<file path="config.mk">
export PLATFORM = sky130hd
export DESIGN_NAME = exc_track
export DESIGN_NICKNAME = d
export VERILOG_FILES = /design/src/rtl/exc_pkg.sv /design/src/rtl/exc_stage.sv /design/src/rtl/exc_prio.sv /design/src/rtl/exc_commit.sv /design/src/rtl/exc_track.sv
export SDC_FILE = /design/constraint.sdc
export NUM_CORES = 1
export LEC_CHECK = 0
export ABC_AREA = 1
export BUFFER_PORTS_ARGS = -buffer_cell sky130_fd_sc_hd__buf_4
export CORE_UTILIZATION = 35
export CTS_CLUSTER_DIAMETER = 40
export DETAILED_ROUTE_END_ITERATION = 12
export GPL_TIMING_DRIVEN = 1
export PLACE_DENSITY_LB_ADDON = 0.05
export SYNTH_ARGS = -nofsm -noshare
export SYNTH_HDL_FRONTEND = slang
export SYNTH_SLANG_ARGS = --single-unit
</file>
<file path="constraint.sdc">
create_clock -name clk -period 1.68 [get_ports clk]
set_clock_uncertainty 0.1 [all_clocks]
set_input_delay 0.084 -clock clk [delete_from_list [all_inputs] [get_ports clk]]
set_output_delay 0.084 -clock clk [all_outputs]
set_load 0.005 [all_outputs]
</file>
<file path="src/rtl/exc_pkg.sv">
package exc_pkg;
  localparam int NSTG    = 5;
  localparam int S_IF    = 0;
  localparam int S_ID    = 1;
  localparam int S_EX    = 2;
  localparam int S_MEM   = 3;
  localparam int S_WB    = 4;
  // fault group width for the two stages that access memory
  localparam int ACC_W   = 3;
  localparam int IF_LSB  = 0;
  localparam int ID_BIT  = IF_LSB + ACC_W;
  localparam int EX_BIT  = ID_BIT + 1;
  localparam int MEM_LSB = EX_BIT + 1;
  localparam int VEC_W   = MEM_LSB + ACC_W;
  localparam int CAUSE_W = $clog2(VEC_W);
  typedef logic [VEC_W-1:0] exc_vec_t;
endpackage

</file>
<file path="src/rtl/exc_stage.sv">
// One pipeline slot of fault history: merges this stage's strobes into the
// incoming record, drives the slot's write kill, and registers the record
// for the next stage.
module exc_stage #(
  parameter int VEC_W = 8
) (
  input  logic             clk,
  input  logic             rst,
  input  logic             valid_i,
  input  logic             flush_i,
  input  logic [VEC_W-1:0] vec_i,
  input  logic [VEC_W-1:0] strobe_i,
  output logic             kill_o,
  output logic [VEC_W-1:0] vec_o
);
  logic [VEC_W-1:0] cum;

  assign cum    = vec_i | strobe_i;
  assign kill_o = flush_i | (valid_i & (|cum));

  always_ff @(posedge clk) begin
    if (rst) begin
      vec_o <= '0;
    end else if (valid_i && !flush_i) begin
      vec_o <= cum;
    end else begin
      vec_o <= '0;  // bubble or flushed slot carries no faults
    end
  end
endmodule

</file>
<file path="src/rtl/exc_prio.sv">
// Picks the lowest set fault bit; bit order equals stage order.
module exc_prio #(
  parameter int VEC_W   = 8,
  parameter int CAUSE_W = 3
) (
  input  logic [VEC_W-1:0]   vec_i,
  output logic [CAUSE_W-1:0] cause_o
);
  always_comb begin
    cause_o = '0;
    for (int i = VEC_W - 1; i >= 0; i--) begin
      if (vec_i[i]) cause_o = CAUSE_W'(i);
    end
  end
endmodule

</file>
<file path="src/rtl/exc_commit.sv">
// Trap decision register and the captured restart record.
module exc_commit #(
  parameter int PC_W    = 32,
  parameter int CAUSE_W = 3
) (
  input  logic               clk,
  input  logic               rst,
  input  logic               take_i,
  input  logic               enter_i,
  input  logic [CAUSE_W-1:0] cause_i,
  input  logic [PC_W-1:0]    pc_i,
  input  logic               dslot_i,
  output logic               trap_o,
  output logic [CAUSE_W-1:0] cause_o,
  output logic [PC_W-1:0]    epc_o,
  output logic [PC_W-1:0]    bpc_o,
  output logic               dslot_o
);
  logic [PC_W-1:0] last_pc_q;  // PC of the latest valid instruction to enter WB

  always_ff @(posedge clk) begin
    if (rst) begin
      trap_o    <= 1'b0;
      cause_o   <= '0;
      epc_o     <= '0;
      bpc_o     <= '0;
      dslot_o   <= 1'b0;
      last_pc_q <= '0;
    end else begin
      trap_o <= take_i;
      if (enter_i) last_pc_q <= pc_i;
      if (take_i) begin
        cause_o <= cause_i;
        epc_o   <= pc_i;
        dslot_o <= dslot_i;
        bpc_o   <= dslot_i ? last_pc_q : '0;
      end
    end
  end
endmodule

</file>
<file path="src/rtl/exc_track.sv">
module exc_track
  import exc_pkg::*;
#(
  parameter int PC_W = 32
) (
  input  logic               clk,
  input  logic               rst,
  input  logic [NSTG-1:0]    stage_vld_i,
  input  logic [ACC_W-1:0]   if_fault_i,
  input  logic               id_illegal_i,
  input  logic               ex_arith_i,
  input  logic [ACC_W-1:0]   mem_fault_i,
  input  logic [PC_W-1:0]    mem_pc_i,
  input  logic               mem_dslot_i,
  output logic [NSTG-1:0]    wr_kill_o,
  output logic               trap_o,
  output logic               flush_o,
  output logic [CAUSE_W-1:0] cause_o,
  output logic [PC_W-1:0]    epc_o,
  output logic [PC_W-1:0]    bpc_o,
  output logic               dslot_o
);
  exc_vec_t strobe [NSTG-1];
  exc_vec_t vec_q  [NSTG];
  exc_vec_t mem_cum;
  logic     flush;
  logic     take;
  logic [CAUSE_W-1:0] cause_d;

  // place each stage's strobes at its own bit positions
  assign strobe[S_IF]  = exc_vec_t'(if_fault_i)   << IF_LSB;
  assign strobe[S_ID]  = exc_vec_t'(id_illegal_i) << ID_BIT;
  assign strobe[S_EX]  = exc_vec_t'(ex_arith_i)   << EX_BIT;
  assign strobe[S_MEM] = exc_vec_t'(mem_fault_i)  << MEM_LSB;
  assign vec_q[S_IF]   = '0;

  generate
    for (genvar s = 0; s < NSTG - 1; s++) begin : g_stg
      exc_stage #(.VEC_W(VEC_W)) u_stg (
        .clk      (clk),
        .rst      (rst),
        .valid_i  (stage_vld_i[s]),
        .flush_i  (flush),
        .vec_i    (vec_q[s]),
        .strobe_i (strobe[s]),
        .kill_o   (wr_kill_o[s]),
        .vec_o    (vec_q[s+1])
      );
    end
  endgenerate

  assign wr_kill_o[S_WB] = flush | (stage_vld_i[S_WB] & (|vec_q[S_WB]));

  // decision at the MEM->WB edge so the registered trap lines up with WB
  assign mem_cum = vec_q[S_MEM] | strobe[S_MEM];
  assign take    = stage_vld_i[S_MEM] & (|mem_cum) & ~flush;

  exc_prio #(.VEC_W(VEC_W), .CAUSE_W(CAUSE_W)) u_prio (
    .vec_i   (mem_cum),
    .cause_o (cause_d)
  );

  exc_commit #(.PC_W(PC_W), .CAUSE_W(CAUSE_W)) u_commit (
    .clk     (clk),
    .rst     (rst),
    .take_i  (take),
    .enter_i (stage_vld_i[S_MEM] & ~flush),
    .cause_i (cause_d),
    .pc_i    (mem_pc_i),
    .dslot_i (mem_dslot_i),
    .trap_o  (trap_o),
    .cause_o (cause_o),
    .epc_o   (epc_o),
    .bpc_o   (bpc_o),
    .dslot_o (dslot_o)
  );

  assign flush   = trap_o;
  assign flush_o = flush;
endmodule

</file>
[Word level (Yosys, flattened, before mapping)]
Index checks and enable logic that the tools add are counted.
Storage, ports and cells
  word-level logic and storage cells: 54
  output and inout bits: 75
  input port bits: 48
  bits in read-only memories: 0
  register bits after elaboration: 133
  bits in latches: 0
  RAM bits: 0
  memories: 0
Cells by class
  eq/ne operators: 0
  bitwise gates (word level): 20
  reduce and logical (&&, ||, !) cells: 14
  divide/modulo/power cells: 0
  add/subtract/negate cells: 0
  muxes and demuxes: 9
  $mul: 0
  shifts and indexed selects: 0
  $lt $le $gt $ge: 0
Operators with widths (count)
  two-way mux 32 bit: 1
  OR reduction 8 bit: 4
  two-way mux 3 bit: 8
  bitwise OR 8 x 4 -> 8 bit: 1
  bitwise OR 8 x 5 -> 8 bit: 1
  bitwise OR 8 bit: 1
  OR reduction 2 bit: 4
  AND 1 bit: 7
  NOT 1 bit: 5
  bitwise OR 1 bit: 5
  logical AND 1 bit: 4
  OR reduction 3 bit: 1
  zero test 1 bit: 1

[Longest topological paths before layout]
Gate-level depths: netlist (run 1).
  depth in word-level cells: 9
  gate-level depth with buffers: 9
  gate-level depth less buffers: 9

[Hierarchy]
From an unflattened synthesis (run 1), not the netlist that was laid out.
Second synthesis, totals
  cells, all modules: 626
  area total of the unflattened synthesis: 4792.1 sq um
Modules (own cells, without submodules)
  exc_commit: area an instance 3508.4 sq um, cells an instance 440, instances 1, seq. area each 2021.9 sq um
  exc_stage: area an instance 269.0 sq um, cells an instance 35, instances 4, seq. area each 160.2 sq um
  exc_track: area an instance 112.6 sq um, cells an instance 27, instances 1, seq. area each 0.0 sq um
  exc_prio: area an instance 95.1 sq um, cells an instance 19, instances 1, seq. area each 0.0 sq um

[Worst setup path after synthesis (run 1)]
No wires, ideal clock.
  path type: register to register
  start: register u_commit.trap_o
  end: register u_commit.last_pc_q[10]
  stages on the path, launching flop included: 7
  path buffers: 1
  slack: 0.313 ns
  required time: 1.464 ns
  library setup time: 0.116 ns
  clock period less this slack: 1.367 ns
  data arrival time: 1.151 ns
  path through: dfxtp_1 > clkinv_1 > nand2_4 > clkinv_1 > buf_2 > nor2_1 > nor2_1
Between the ends
  longest elaborated chain between the ends: 2
RTL lines
  start: declaration: line exc_commit.sv:13  | output logic trap_o,
  start signal: assignment: line exc_commit.sv:30  | trap_o <= take_i;
  NOT 1 bit: line exc_track.sv:67  | .enter_i (stage_vld_i[S_MEM] & ~flush),
  AND 1 bit: line exc_track.sv:67
  end signal: assignment: line exc_commit.sv:31  | if (enter_i) last_pc_q <= pc_i;
  end: declaration: line exc_commit.sv:19  | logic [PC_W-1:0] last_pc_q;
No other way between the ends.
A chain may end at the register's enable or synchronous reset.

[Worst setup path after layout (run 1)]
  start: register g_stg[3].u_stg.vec_o[1]
  end: output port wr_kill_o[4]
Between the ends
  longest elaborated chain between the ends: 3
RTL lines
  start: declaration: line exc_stage.sv:14  | output logic [VEC_W-1:0] vec_o
  start signal: assignment: line exc_stage.sv:25  | vec_o <= cum;
  OR reduction 8 bit: line exc_track.sv:52  | assign wr_kill_o[S_WB] = flush | (stage_vld_i[S_WB] & (|vec_q[S_WB]));
  AND 1 bit: line exc_track.sv:52
  bitwise OR 1 bit: line exc_track.sv:52
  end: declaration: line exc_track.sv:15  | output logic [NSTG-1:0] wr_kill_o,
No other way between the ends.

==> out/results.txt, run 1 <==
status: completed
Worst R2R Start: u_commit.trap_o
Max Fclk: 0.6361 GHz
worst-margin pin slew: 0.5053 ns
hold wc startpoint: stage_vld_i[3]
worst-skew pair later-pin latency: 0.41 ns
Pleak: 2.910 nW
CTS H-tree lvls: 4
total gr overflow: 0
critical path launch point: g_stg[3].u_stg.vec_o[1]
largest cells by area after synthesis: dfxtp_1 (54%), nand2_1 (9.8%), nor2_1 (7.4%)
vias in the first global route: 3780
CTS tree: built
PortBufs: 122
Fin Setup TNS: 0 ns
clock tree sinks: 121
Post-DRT Antenna Nets: 0
Iter 0 DRT Violations: 157
clock network fraction of total power: 0.457
DR vias: 3985
first-pass detailed-route iteration total: 4
sequential fraction of design power: 0.431
min Tclk post-route: 1.572 ns
DR WL/cell: 13.14 um
asr flop ratio synth: 0
die height: 115.4 um
Peak VDD IR: 0.5172 mV
R2R setup slack: 0.18 ns
TritonCTS buffer count: 17
synthesized area per cell: 8.304 um^2
worst min path class: in2reg
worst hold slack: 0.01785 ns
Net Count, Synth: 590
Startpoint Class: flop
P&R area growth vs syn: 45.48%
largest net degree at the start of global routing: 41
WL final: 11.65 mm
endpoints failing setup: 0
Die Wd: 115.4 um
Syn Std Cell Area: 0.004501 mm^2
sequential fraction of the synthesis area: 0.5382
Slew headroom: 0.6631
layout net count: 753
number of enable flip-flop cells after synthesis: 0
vias per cell: 4.493
Post-CTS Setup Bufs: 0
post-synth top area cell: dfxtp_1
Root Buffer: clkbuf_16
crit end category: primary output
final hold violation count: 0
Worst Path Required: 1.50 ns
Netlist cell types: 27
core box area: 0.01257 mm^2
internal power: 5.556 mW
# IOs: 123
Switch Pwr: 1.684 mW
CTS Buffer Depth: 2
RSZ-0062 raised after global routing: false
max_cap viols: 0
crit path max fanout: 1
WS Path Type: reg2out
number of antenna violations at the first check in global routing: 0
n_diodes: 0
Final HPWL DP: 7.698 mm
global-route wire length before repair: 18.82 mm
max-slew violation count: 0
top_reg_cell synth: dfxtp_1
fraction of layout cells with a size suffix above 1: 0.2839
Final Cycle Share: 0.9357
Synth top area share: 0.5382
PD cells: 1106 mW/mm^2
Fill cells: 1237
Syn Inst Count: 542
GPL Wtd Cong: 0.7253
die area: 0.01332 mm^2
flops & latches, synth: 121
Initial Utilization: 0.3581
combinational power share: 0.112
DRC: 0
Core Rows: 41
Total GRT Usage: 0.1879
clk slew on worst S/H paths: 0.05 ns
Yosys Warn Count: 0
crit path DAT: 1.39 ns
Sw Share: 0.2326
-- sequential cells by signal, indices dropped and copies added, names as in the netlist --
signal,flops
g_stg.u_stg.vec_o,20
u_commit.trap_o,1
u_commit.epc_o,32
u_commit.cause_o,3
u_commit.last_pc_q,32
u_commit.dslot_o,1
u_commit.bpc_o,32
-- power groups by stage --
stage	logic, mW	registers [mW]	clock network [mW]
2_1_floorplan	0.405	3.16	0
3_3_place_gp	0.725	3.17	0
3_5_place_dp	0.728	3.17	0
4_1_cts	0.816	3.12	3.38
5_1_grt	0.907	3.13	3.52
6_report	0.811	3.12	3.31
-- stage by stage --
stage               cell area [um^2]  std cells  power, mW  setup slack [ns]  utilization
finish                          6548        887      7.240            0.1080       0.5210
global route                    6548        887      7.558          0.003871       0.5210
CTS                             6534        887      7.314           0.03743       0.5199
detailed placement              5510        810      3.902           0.09822       0.4384
global placement                5510        810      3.896            0.1328       0.4384
floorplan                       4501        542      3.569            0.3129            -
-- repair_timing --
item	CTS	global route
endpoints found under the hold margin	83	0
setup endpoints to repair	0	37
resized for setup	0	6
hold buffers	48	0
-- cells in the final DEF (no fill, tap or decap), drive strengths merged --
master	netlist	final
nor4	2	2
a21oi	36	36
clkinv	2	4
nand2	121	121
a211oi	1	1
inv	23	23
nand3	64	64
buf	28	135
o41ai	1	1
nor2	93	93
clkbuf	11	27
nand4	1	1
nor3	1	1
o21ai	36	36
dfxtp	121	121
o31ai	1	1
dlygate4sd3	0	48
-- final cells by class --
type                       instances  area [um^2]  share of cell area
clock inverter                     2        10.01            0.001529
inverter                          25        103.9             0.01586
multi-input combinational        357         1732              0.2645
timing repair buffer             183         1531              0.2339
tap                              172        215.2             0.03287
clock buffer                      27        533.0             0.08141
sequential                       121         2422              0.3700
-- cells in the mapped netlist, types with 2 or more instances --
library cell    n
buf_12          4
nand2_2         2
nor2_2          2
a21oi_1        36
o21ai_0        36
nand3_1        34
clkinv_1        2
nor4_1          2
dfxtp_1       121
buf_2          12
nor2_1         89
nand2_1       118
buf_1           4
clkbuf_1       11
nand3_2        30
buf_4           8
inv_1          21
-- metal layers --
layer  share of wire  GRT usage  up-vias  wire (um)
met3           0.059    0.06431       21        693
met1            0.47     0.2343     1805       5442
met4           0.021    0.08571        0        249
met5               0          0        -          0
met2            0.45     0.2922      103       5268
li1                -          -     2056          -
-- cells by family (layout without fill, tap and decap cells) --
logic type	Yosys count	in the layout	synth area share
and+or+nand+nor	282	282	0.2975
DFF	121	121	0.5382
buffers and inverters	64	237	0.07896
AOI/OAI and AO/OA	75	75	0.08535
-- final timing paths --
path                             endpoint  cells past startpoint
hold / removal    g_stg[3].u_stg.vec_o[1]                      3
hold reg to reg   g_stg[2].u_stg.vec_o[3]                      2
setup / recovery             wr_kill_o[4]                      5
setup reg to reg  g_stg[2].u_stg.vec_o[4]                      4
-- critical path, stage by stage, from the launching register on --
cell     delay [ns]
dfxtp_1        0.30
nor4_2         0.36
nand2_1        0.09
nand2_1        0.06
nand2_1        0.04
buf_4          0.13
Power figures use the tool's default switching activity.
==> run 2, diff against run 1 <==
Settings changed: CORE_MARGIN set to 3, MAX_ROUTING_LAYER set to met4.
==> run 2 against run 1 <==
Effect of this change: power is essentially flat; core utilization rose by 0.99 points; hold slack better by 0.0091 ns; largest power group unchanged.
==> out/results.txt, run 2 (same netlist as run 1, synthesis figures left out) <==
worst-margin pin slew: 0.3844 ns
Worst Path Required: 1.50 ns
layout net count: 753
crit path DAT: 1.38 ns
DR WL/cell: 13.76 um
P&R area growth vs syn: 45.23%
Root Buffer: clkbuf_16
CTS H-tree lvls: 4
# IOs: 123
DRC: 0
max_cap viols: 0
worst hold slack: 0.02699 ns
status: completed
TritonCTS buffer count: 17
Initial Utilization: 0.3655
core box area: 0.01231 mm^2
Final HPWL DP: 7.963 mm
DR vias: 4038
max-slew violation count: 0
Slew headroom: 0.7438
Iter 0 DRT Violations: 238
global-route wire length before repair: 19.89 mm
min Tclk post-route: 1.559 ns
largest net degree at the start of global routing: 51
final hold violation count: 0
clock tree sinks: 121
first-pass detailed-route iteration total: 4
GPL Wtd Cong: 0.7458
Met2 Wirelength: 5.772 mm
crit path max fanout: 3
vias per cell: 4.568
clk slew on worst S/H paths: 0.05 ns
Post-CTS Setup Bufs: 0
worst min path class: in2reg
number of antenna violations at the first check in global routing: 0
Met1 Wirelength: 5.577 mm
Max Fclk: 0.6412 GHz
Layout Utilization: 0.5309
Post-DRT Antenna Nets: 0
worst-skew pair later-pin latency: 0.41 ns
metal3 WL: 712 um
Core Rows: 40
dpl cells: 806
Final Cycle Share: 0.9283
Pleak: 2.902 nW
die area: 0.01426 mm^2
die height: 119.4 um
Die Wd: 119.4 um
R2R setup slack: 0.19 ns
Regs by FF count: u_commit.bpc_o: 32 flops, u_commit.epc_o: 32 flops, u_commit.last_pc_q: 32 flops
CTS Buffer Depth: 2
WS Path Type: in2out
RSZ-0062 raised after global routing: false
Total GRT Usage: 0.1798
WL final: 12.17 mm
Fin Setup TNS: 0 ns
Total Power: 7.245 mW
PD cells: 1108 mW/mm^2
vias in the first global route: 4015
final std cells w/o fill: 884
fraction of layout cells with a size suffix above 1: 0.2779
most frequent cells in the layout: buf_4 (131), dfxtp_1 (121), nand2_1 (118)
Peak VDD IR: 0.6638 mV
Startpoint Class: primary input
n_diodes: 0
crit end category: primary output
endpoints failing setup: 0
total gr overflow: 0
top sig layer: met4
CTS tree: built
PortBufs: 122
commonest non-fill, non-tap cell in the layout: buf_4
==> run 2: per-layer routing <==
layer | vias up | GRT usage
met5 | - | -
met4 | 0 | 0.04724
met3 | 8 | 0.05983
met2 | 104 | 0.2911
met1 | 1871 | 0.2161
li1 | 2055 | -
==> run 2: power breakdown <==
group	internal [mW]	switching [mW]
Clock	2.13	1.18
Sequential	3.03	0.0883
Combinational	0.405	0.413
Total	5.56	1.68
==> run 2: cell type report <==
| type | instances | area, um^2 |
|---|---|---|
| clock inverter | 3 | 40.04 |
| multi-input combinational | 357 | 1725 |
| fill | 1234 | 5776 |
| tap | 168 | 210.2 |
| clock buffer | 27 | 493.0 |
| inverter | 25 | 101.3 |
| sequential | 121 | 2422 |
| timing repair buffer | 183 | 1544 |
==> run 2: path summary, 6_finish.rpt <==
check	start	to	cells after the start
setup / recovery	mem_fault_i[0]	wr_kill_o[3]	7
hold / removal	stage_vld_i[3]	u_commit.last_pc_q[30]	4
setup reg to reg	u_commit.trap_o	g_stg[1].u_stg.vec_o[3]	4
hold reg to reg	g_stg[0].u_stg.vec_o[1]	g_stg[1].u_stg.vec_o[1]	2
==> run 2: metrics by stage <==
stage	area, um^2	setup WS [ns]
2_1_floorplan	4501	0.3129
3_3_place_gp	5518	0.1115
6_report	6536	0.1205
5_1_grt	6536	0.05031
3_5_place_dp	5518	0.06598
4_1_cts	6531	0.03678
==> run 2: worst max-delay path, cell delays in order <==
cell	delay, ns
dlygate4sd3_1	0.54
buf_4	0.14
nor2_1	0.13
nand2_2	0.11
o21ai_1	0.16
nand2_1	0.07
buf_4	0.14
==> run 2: what timing repair did <==
action / in CTS / in global routing
setup endpoints to repair: 0 / 36
hold buffers: 48 / 0
hold endpoints to repair: 82 / 0
resized for setup: 0 / 4
==> run 3, diff against run 2 <==
--- a/config.mk
+++ b/config.mk
@@ -9,5 +9,5 @@
 export BUFFER_PORTS_ARGS = -buffer_cell sky130_fd_sc_hd__buf_4
 export CORE_MARGIN = 3
-export CORE_UTILIZATION = 35
+export CORE_UTILIZATION = 52
 export CTS_CLUSTER_DIAMETER = 40
 export DETAILED_ROUTE_END_ITERATION = 12
==> constraint.sdc (replaced) <==
create_clock -name clk -period 1.68 [get_ports clk]
set_clock_uncertainty 0.1 [all_clocks]
set_input_delay 0.336 -clock clk [delete_from_list [all_inputs] [get_ports clk]]
set_output_delay 0.336 -clock clk [all_outputs]
set_load 0.005 [all_outputs]
==> run 3 against run 2 <==
Effect of this change: the flow now finishes with violations (setup timing); worst setup slack got worse by 0.29 ns; maximum frequency decreased by 16%; critical path depth decreased by 2; sequential power about the same; largest power group unchanged; sequential share of layout area increased by 0.27 points; largest cell class unchanged.
==> out/results.txt, run 3 (same netlist as run 1, synthesis figures left out) <==
Fin Setup TNS: -0.4634 ns
Total GRT Usage: 0.2463
Final HPWL DP: 7.063 mm
DR WL/cell: 13.84 um
TritonCTS buffer count: 17
Die Wd: 99.03 um
worst-margin pin slew: 0.4956 ns
# IOs: 123
vias per cell: 4.960
P&R area growth vs syn: 44.70%
Top delay family on crit path: flip-flops
n_diodes: 0
core box area: 0.008299 mm^2
final hold violation count: 0
clk slew on worst S/H paths: 0.06 ns
Core Rows: 33
largest net degree at the start of global routing: 43
worst-skew pair later-pin latency: 0.51 ns
endpoints failing setup: 4
CTS Buffer Depth: 2
Root Buffer: clkbuf_8
global-route wire length before repair: 18.80 mm
Slew headroom: 0.6696
DR vias: 4067
Worst Path Required: 1.24 ns
PortBufs: 122
max-slew violation count: 0
number of antenna violations at the first check in global routing: 0
first-pass detailed-route iteration total: 4
max_cap viols: 0
RSZ-0062 raised after global routing: true
Peak VDD IR: 0.7095 mV
critical path launch point: g_stg[2].u_stg.vec_o[4]
crit path DAT: 1.41 ns
Iter 0 DRT Violations: 155
Largest stage delay, worst path: 0.32 ns
GPL Wtd Cong: 0.8604
PD cells: 1166 mW/mm^2
DRC: 0
die area: 0.009807 mm^2
violated checks: setup timing
Regs by FF count: u_commit.bpc_o: 32 flops, u_commit.epc_o: 32 flops, u_commit.last_pc_q: 32 flops
CP Buf/Inv Count: 1
layout net count: 750
Layout Utilization: 0.7847
WL final: 11.35 mm
hold wc startpoint: stage_vld_i[1]
WS Path Type: reg2out
Final Cycle Share: 1.100
Initial Utilization: 0.5423
final std cells w/o fill: 820
fraction of layout cells with a size suffix above 1: 0.3119
dpl cells: 744
worst hold slack: 0.02013 ns
die height: 99.03 um
clock tree sinks: 121
Pleak: 2.918 nW
Startpoint Class: flop
CTS H-tree lvls: 4
vias in the first global route: 3906
CTS tree: built
Total Power: 7.594 mW
most frequent cells in the layout: buf_4 (135), nand2_1 (118), dfxtp_1 (114)
setup ws final: -0.1676 ns
status: finished with violations
commonest non-fill, non-tap cell in the layout: buf_4
Post-DRT Antenna Nets: 0
crit end category: primary output
crit path max fanout: 3
cells along the critical path: nor2_2 -> nand2_2 -> o21ai_1 -> nand2_1 -> buf_4
Worst R2R Start: g_stg[2].u_stg.vec_o[4]
min Tclk post-route: 1.848 ns
worst min path class: in2reg
Slowest cell on crit path: dfxtp_1
Max Fclk: 0.5413 GHz
total gr overflow: 0
==> run 3: worst paths after layout <==
kind                                  end  slack [ns]  cells past startpoint
setup / recovery             wr_kill_o[3]       -0.17                      5
hold / removal    g_stg[1].u_stg.vec_o[1]        0.02                      3
setup reg to reg       u_commit.bpc_o[13]        0.20                      8
hold reg to reg   g_stg[2].u_stg.vec_o[2]        0.34                      2
==> run 3: worst min-delay path, delay by kind of cell <==
kind | cells | cell delay, ns
buf+inv | 1 | 0.09
simple gates | 2 | 0.16
==> run 3: where the power goes <==
part	switching, mW	internal (mW)	leakage [nW]
combinational	0.407	0.398	1.64
clock	1.27	2.40	0.285
sequential	0.0910	3.02	0.994
total	1.77	5.82	2.92
==> run 3: what timing repair did <==
item                                   4_1_cts  5_1_grt
buffers inserted                             1        2
hold buffers                                41        0
pin swaps                                    4        7
resized for setup                           13       11
endpoints found under the hold margin       65        0
setup endpoints to repair                    5       36
==> run 3: layer usage <==
layer  GRT usage  up-vias  routed length (um)
met5           -        -                   0
met3     0.06228       16                 735
met1      0.2989     1874                4709
li1            -     2057                   -
met4     0.09454        0                 188
met2      0.3946      120                5716
==> run 3: through the flow <==
step | cell area [um^2] | setup WS [ns]
after floorplan | 4501 | 0.3129
after global placement | 5421 | 0.08643
after detailed placement | 5421 | 0.02970
after CTS | 6484 | -0.1842
after global routing | 6513 | -0.2693
final | 6513 | -0.1676
==> run 3: cell type report <==
class                      count  area, um^2
multi-input combinational    357        1759
clock inverter                12       175.2
clock buffer                  20       425.4
tap                          105       131.4
sequential                   121        2431
inverter                      25       103.9
timing repair buffer         180        1486
fill                         602        1787
